[config.mk]
export PLATFORM = sky130hd
export DESIGN_NAME = edge_pend_top
export DESIGN_NICKNAME = d
export VERILOG_FILES = /design/src/rtl/pend_pkg.sv /design/src/rtl/pend_access_ctrl.sv /design/src/rtl/pend_flag_dp.sv /design/src/rtl/edge_pend_top.sv
export SDC_FILE = /design/constraint.sdc
export NUM_CORES = 1
export LEC_CHECK = 0
export ABC_AREA = 1
export CORE_MARGIN = 2
export CORE_UTILIZATION = 38
export DETAILED_ROUTE_END_ITERATION = 10
export PLACE_DENSITY = 0.88
export SKIP_LAST_GASP = 1
export SYNTH_ARGS = -nofsm -noshare
export SYNTH_HDL_FRONTEND = slang
export SYNTH_SLANG_ARGS = --single-unit
[constraint.sdc]
create_clock -name clk -period 0.8 [get_ports clk]
set_input_delay 0.08 -clock clk [delete_from_list [all_inputs] [get_ports clk]]
set_output_delay 0.08 -clock clk [all_outputs]
set_load 0.01 [all_outputs]
[src/rtl/pend_pkg.sv]
package pend_pkg;

  localparam int LINES_DEF = 26;
  localparam int BUS_W_DEF = 32;
  localparam logic [LINES_DEF-1:0] PRESENT_DEF = 26'h07F_FFFF;

  // Strobes handed from the access control to the flag datapath
  typedef struct packed {
    logic clrStb;  // apply the permitted clear mask this cycle
    logic rdStb;   // load the read register this cycle
  } accStrobes_t;

endpackage

[src/rtl/pend_access_ctrl.sv]
module pend_access_ctrl
  import pend_pkg::*;
#(
  parameter int LINES = LINES_DEF,
  parameter logic [LINES-1:0] PRESENT = PRESENT_DEF
) (
  input  logic [LINES-1:0] lineSec,
  input  logic [LINES-1:0] linePriv,
  input  logic             accSecure,
  input  logic             accPriv,
  input  logic             wrEn,
  input  logic             rdEn,
  input  logic [LINES-1:0] wrBits,
  output accStrobes_t      strobes,
  output logic [LINES-1:0] allowMask,
  output logic [LINES-1:0] clrMask
);

  // Per line: both the security and the privilege check must pass
  for (genvar i = 0; i < LINES; i++) begin : g_gate
    logic secOk;
    logic privOk;
    assign secOk  = !lineSec[i] || accSecure;
    assign privOk = !linePriv[i] || accPriv;
    if (PRESENT[i]) begin : g_live
      assign allowMask[i] = secOk && privOk;
    end else begin : g_dead
      logic unusedOk;
      assign unusedOk     = secOk ^ privOk;
      assign allowMask[i] = 1'b0;
    end
  end

  always_comb begin
    strobes.clrStb = wrEn;
    strobes.rdStb  = rdEn;
    clrMask        = wrBits & allowMask;
  end

endmodule

[src/rtl/pend_flag_dp.sv]
module pend_flag_dp
  import pend_pkg::*;
#(
  parameter int LINES = LINES_DEF,
  parameter int BUS_W = BUS_W_DEF,
  parameter logic [LINES-1:0] PRESENT = PRESENT_DEF
) (
  input  logic             clk,
  input  logic             rstN,
  input  logic [LINES-1:0] evtIn,
  input  logic [LINES-1:0] swTrig,
  input  accStrobes_t      strobes,
  input  logic [LINES-1:0] allowMask,
  input  logic [LINES-1:0] clrMask,
  output logic [LINES-1:0] flagsQ,
  output logic [BUS_W-1:0] rdData
);

  logic [BUS_W-1:0] rdDataQ;
  logic [BUS_W-1:0] rdNext;

  for (genvar i = 0; i < LINES; i++) begin : g_line
    if (PRESENT[i]) begin : g_live
      logic evtPrev;
      logic flagR;
      logic setHit;
      logic clrHit;
      assign setHit = (evtIn[i] && !evtPrev) || swTrig[i];
      assign clrHit = strobes.clrStb && clrMask[i];
      always_ff @(posedge clk or negedge rstN) begin
        if (!rstN) begin
          evtPrev <= 1'b0;
          flagR   <= 1'b0;
        end else begin
          evtPrev <= evtIn[i];
          // a set in the same cycle as a clear wins
          flagR   <= setHit || (flagR && !clrHit);
        end
      end
      assign flagsQ[i] = flagR;
    end else begin : g_dead
      logic unusedIn;
      assign unusedIn  = evtIn[i] ^ swTrig[i] ^ clrMask[i];
      assign flagsQ[i] = 1'b0;
    end
  end

  assign rdNext = BUS_W'(flagsQ & allowMask);

  always_ff @(posedge clk or negedge rstN) begin
    if (!rstN) begin
      rdDataQ <= '0;
    end else if (strobes.rdStb) begin
      rdDataQ <= rdNext;
    end
  end

  assign rdData = rdDataQ;

endmodule

[src/rtl/edge_pend_top.sv]
module edge_pend_top
  import pend_pkg::*;
#(
  parameter int LINE_CNT = LINES_DEF,
  parameter int BUS_W = BUS_W_DEF,
  parameter logic [LINE_CNT-1:0] PRESENT_MASK = PRESENT_DEF
) (
  input  logic                clk,
  input  logic                rstN,
  input  logic [LINE_CNT-1:0] evtIn,
  input  logic [LINE_CNT-1:0] swTrig,
  input  logic [LINE_CNT-1:0] lineSec,
  input  logic [LINE_CNT-1:0] linePriv,
  input  logic                accSecure,
  input  logic                accPriv,
  input  logic                wrEn,
  input  logic [BUS_W-1:0]    wrData,
  input  logic                rdEn,
  output logic [BUS_W-1:0]    rdData
);

  accStrobes_t         strobes;
  logic [LINE_CNT-1:0] allowMask;
  logic [LINE_CNT-1:0] clrMask;
  logic [LINE_CNT-1:0] flagsQ;

  if (BUS_W > LINE_CNT) begin : g_hi
    logic unusedWrHi;
    assign unusedWrHi = ^wrData[BUS_W-1:LINE_CNT];
  end

  pend_access_ctrl #(
    .LINES  (LINE_CNT),
    .PRESENT(PRESENT_MASK)
  ) ctrl_i (
    .lineSec  (lineSec),
    .linePriv (linePriv),
    .accSecure(accSecure),
    .accPriv  (accPriv),
    .wrEn     (wrEn),
    .rdEn     (rdEn),
    .wrBits   (wrData[LINE_CNT-1:0]),
    .strobes  (strobes),
    .allowMask(allowMask),
    .clrMask  (clrMask)
  );

  pend_flag_dp #(
    .LINES  (LINE_CNT),
    .BUS_W  (BUS_W),
    .PRESENT(PRESENT_MASK)
  ) dp_i (
    .clk      (clk),
    .rstN     (rstN),
    .evtIn    (evtIn),
    .swTrig   (swTrig),
    .strobes  (strobes),
    .allowMask(allowMask),
    .clrMask  (clrMask),
    .flagsQ   (flagsQ),
    .rdData   (rdData)
  );

endmodule

* After elaboration in Yosys (flattened, before gate mapping)
Cells that the tools add are included.
** Storage, ports and cells
- Output and inout bits :: 32
- Bits of input ports :: 142
- Bits in latches :: 0
- Bits in read-only memories :: 0
- RAM bits :: 0
- Flip-flop bits (word level) :: 78
- Memories :: 0
** Cells by class
- Magnitude comparators :: 0
- Add/sub/neg operators :: 0
- Mux-type cells :: 0
- Multiply operators :: 0
- Divide/modulo/power cells :: 0
- Reductions and logical operators :: 276
- Bitwise operators :: 2
- Shifts and indexed selects :: 0
- Eq/ne operators :: 0
** Operator list (count)
- logical AND 1 bit :: 92
- zero test 1 bit :: 92
- logical OR 1 bit :: 92
- AND 23 bit :: 2

* Logic depth before layout (Yosys ltp)
- Depth in word-level cells :: 8
- Gate-level depth with buffers :: 6

* Hierarchy
From an unflattened synthesis, not the netlist that was laid out.
** Second synthesis, totals
- Cell total of the unflattened synthesis :: 472
- Area total of the unflattened synthesis :: 3786.1 um^2
** By module, submodules not included
- pend_flag_dp :: area each 3101.7 um^2, times used 1, seq. area each 1726.7 um^2, cells each 319
- pend_access_ctrl :: area each 684.4 um^2, times used 1, seq. area each 0.0 um^2, cells each 153

* Worst setup path after synthesis
Ideal clock, no wire load.
- Kind :: input-to-reg
- Start point :: in accSecure
- End point :: reg dp_i.g_line[10].g_live.flagR
- Setup slack :: 0.164 ns
- Data arrival time :: 0.517 ns
- Cell stages on the path :: 6
- Data required time :: 0.681 ns
- Path buffers :: 1
- Path through :: inv_1 -> buf_4 -> nand2_1 -> nand3_1 -> nand2_1 -> nand2_1
** Between the ends
- Cells in the longest elaborated chain, start to end :: 7
** Ends and longest elaborated chain
- from (decl) :: RTL line edge_pend_top.sv:14 : input logic accSecure,
- logical OR 1 bit :: RTL line pend_access_ctrl.sv:23 : assign secOk = !lineSec[i] || accSecure;
- logical AND 1 bit :: RTL line pend_access_ctrl.sv:26 : assign allowMask[i] = secOk && privOk;
- AND 23 bit :: RTL line pend_access_ctrl.sv:37 : clrMask = wrBits & allowMask;
- logical AND 1 bit :: RTL line pend_flag_dp.sv:29 : assign clrHit = strobes.clrStb && clrMask[i];
- zero test 1 bit :: RTL line pend_flag_dp.sv:37 : flagR <= setHit || (flagR && !clrHit);
- logical AND 1 bit :: RTL line pend_flag_dp.sv:37
- logical OR 1 bit :: RTL line pend_flag_dp.sv:37
- to (signal assigned) :: RTL line pend_flag_dp.sv:37
- to (decl) :: RTL line pend_flag_dp.sv:25 : logic flagR;
Every way passes these cells.
A chain may end at the register's enable or synchronous reset.

* Final worst setup path
- Start point :: reg dp_i.rdDataQ[3] (netlist: dp_i.rdData[3])
- End point :: out rdData[3]
** RTL lines
- from (decl) :: RTL line pend_flag_dp.sv:19 : logic [BUS_W-1:0] rdDataQ;
- from (signal assigned) :: RTL line pend_flag_dp.sv:54 : rdDataQ <= rdNext;
- to (decl) :: RTL line edge_pend_top.sv:19 : output logic [BUS_W-1:0] rdData
No word-level cell between the ends.

==> impl_results.md <==
* Max-cap viol count at 0
* CP Launch Type: flip-flop
* Crit Path Max Fanout at 2
* Area grow syn2layout at 68.3%
* Critical-path top delay cell: dfrtp_1
* FF+latch count, synth at 69
* Met3 Use GR at 0.0516
* Layout cells sized above 1 at 0.161
* Die Ht at 93.4 microns
* Worst vdd ir at approximately 0.79 mV
* Worst hold endpoint: dp_i.g_line[4].g_live.evtPrev$_DFF_PN0_
* Vias per Instance at 4.74
* Avg Inst Size Synth at slightly above 8 sq um
* DR WL/cell at 15.0 microns
* Total gr overflow at 0
* Max clock buf depth at 2
* Setup Slack @ Placement at -0.400 ns
* Final WS setup at -0.160 ns
* Met2 usage at 0.402
* Hold path start: evtIn[4]
* Clock Latency Late Sink at 0.33 ns
* Reg2reg path depth at 4
* Status: finished with violations
* Final HPWL DP at ~6300 microns
* Sink Count at around 70
* FMAX at between 1000 and 1500 MHz
* Pwr per Cell Area at 1690 nW/um^2
* Clk_skew at 0.0113 ns
* Largest net degree at the start of global routing at 38
* Leakage at 0.00257 uW
* CP Class: reg2out
* # IOs at 174
* CP delay by family, top: flip-flops
* Worst R2R End: dp_i.rdData[1]$_DFFE_PN0P_
* WL final at 9810 microns
* Worst r2r src: dp_i.rdData[1]$_DFFE_PN0P_
* Iteration-0 DRC Markers at 107
* IO buf count at around 140
* Placer congestion estimate at 0.787
* Worst EP required at 0.72 ns
* Synthesized cell area at 3040 sq um
* Cell count after synthesis at 368
* Initial Util at 0.393
* Num CTS Buffers at 9
* Die X at 93.4 microns
* Htree depth at 3
* Crit path cell chain: buf_2
* Root buf cell: clkbuf_8
* Rows at 32
* N_diodes at 0
* Register area share after synthesis at 0.568
* Full die area at 8730 sq um
* Most common cell after layout, fill and taps aside: nand2_1
* Drt pass-1 iters at 4
* Final Hold Slack at 0.209 ns
* Max Slew Vio Count at 0
* Post-DRT Antenna Nets at 0
* First-pass GRT wire length at 15400 microns
* Fin crit share at 1.20
* Filler instances at about 610
* Setup TNS at -3.34 ns
* CP Capture Type: primary output
* Final hold vios at 0
* Number of global-route vias before repair at between 3000 and 4000
* Fin nets at 690
* Fin crit period at 0.960 ns
* Synth Warn # at 0
* Leading cell types in the layout, fill and taps excluded: nand2_1 (152), clkdlybuf4s50_1 (115), dfrtp_1 (69)
* Flop-to-flop setup slack at -0.05 ns
* Final setup violating endpoints at 28
* CTS tree: yes
* Core area at 7730 sq um
* Initial antenna violation count at 0
* RSZ-0062 raised after global routing: true
* Crit-path max cell delay at 0.40 ns
* Worst path bufs/invs at 1
* Worst hold path depth at 1
* GRT busiest layer: met2
* Vias at 3102
* Failing checks: negative setup slack
* Hold WC Path Type: in2reg
* Clock-pin slew on the worst setup and hold paths at 0.07 ns
* Critical Path AT at 0.88 ns
* DRC at 0
* Yosys cell types at 12
* Total track usage at 0.233
* Met1 usage at 0.286
how the worst max path moves through the flow:
stage                                    start                                     end  depth (start not counted)
finish              dp_i.rdData[3]$_DFFE_PN0P_                               rdData[3]                          1
global placement                          wrEn  dp_i.g_line[20].g_live.flagR$_DFF_PN0_                          7
floorplan                            accSecure  dp_i.g_line[10].g_live.flagR$_DFF_PN0_                          6
detailed placement                   accSecure  dp_i.g_line[11].g_live.flagR$_DFF_PN0_                          7
CTS                 dp_i.rdData[7]$_DFFE_PN0P_                               rdData[7]                          1
global route        dp_i.rdData[1]$_DFFE_PN0P_                               rdData[1]                          1
synth_stat cells:
| library cell | instances | area (sq um) |
|---|---|---|
| nand4_1 | 23 | 144 |
| nand3_1 | 23 | 115 |
| inv_2 | 1 | 3.75 |
| inv_1 | 37 | 139 |
| buf_2 | 2 | 10.0 |
| a21oi_1 | 23 | 115 |
| buf_4 | 15 | 113 |
| nand2_1 | 161 | 604 |
| conb_1 | 1 | 3.75 |
| clkinv_1 | 11 | 41.3 |
| buf_6 | 2 | 22.5 |
| dfrtp_1 | 69 | 1730 |
stage by stage:
stage | total power [uW] | std cells | instance area, sq um | util
after detailed placement | 5700 | 620 | 4670 | 0.605
after floorplan | 4490 | 376 | 3070 | -
after global placement | 5650 | 620 | 4670 | 0.605
final | 8630 | 655 | 5110 | 0.662
after CTS | 8620 | 648 | 5040 | 0.653
after global routing | 9040 | 655 | 5110 | 0.662
sequential cells by signal, summed over array words and instances (netlist names):
register	cells
dp_i.g_line.g_live.evtPrev	23
dp_i.g_line.g_live.flagR	23
dp_i.rdData	23
power by group:
part           switching [uW]  internal (uW)  leakage [uW]
clock                    1320           1510     0.0000943
combinational             805           1140       0.00171
sequential                128           3730      0.000760
total                    2250           6380       0.00257
final cells by class:
class,count,area [sq um],area share
clock buffers,10,138,0.0269
multi-input cells,239,1040,0.203
inverters,49,191,0.0374
flip-flops and latches,69,1730,0.338
well taps,102,128,0.0250
clock inverters,6,62.6,0.0122
repair buffers,180,1830,0.358
timing repair:
action / in CTS / in global routing
hold buffers: 1 / 0
pin swaps: 3 / 2
gates resized for setup: 116 / 6
setup buffers: 7 / 9
hold endpoints to repair: 69 / 0
cloned: 7 / 0
setup endpoints to repair: 60 / 28
worst reg2reg max path, stage by stage, from the launching register on:
cell and delay [ns]:
dfrtp_1 0.39, buf_4 0.13, buf_4 0.12, nand2_1 0.05, nand2_1 0.05
logic make-up (layout without fill, tap and decap cells):
group / Yosys count / after routing / synth area share
simple gates: 207 / 207 / 0.284
other cells: 1 / 9 / 0.00123
compound gates: 23 / 23 / 0.0379
flops: 69 / 69 / 0.568
buf+inv: 68 / 245 / 0.108
layer usage:
layer | part of all wire | vias up
met1 | 0.42 | 1446
met2 | 0.48 | 137
met4 | 0.022 | 0
li1 | - | 1496
met5 | 0 | -
met3 | 0.074 | 23
Note: power is estimated with default switching activity, not from simulation.
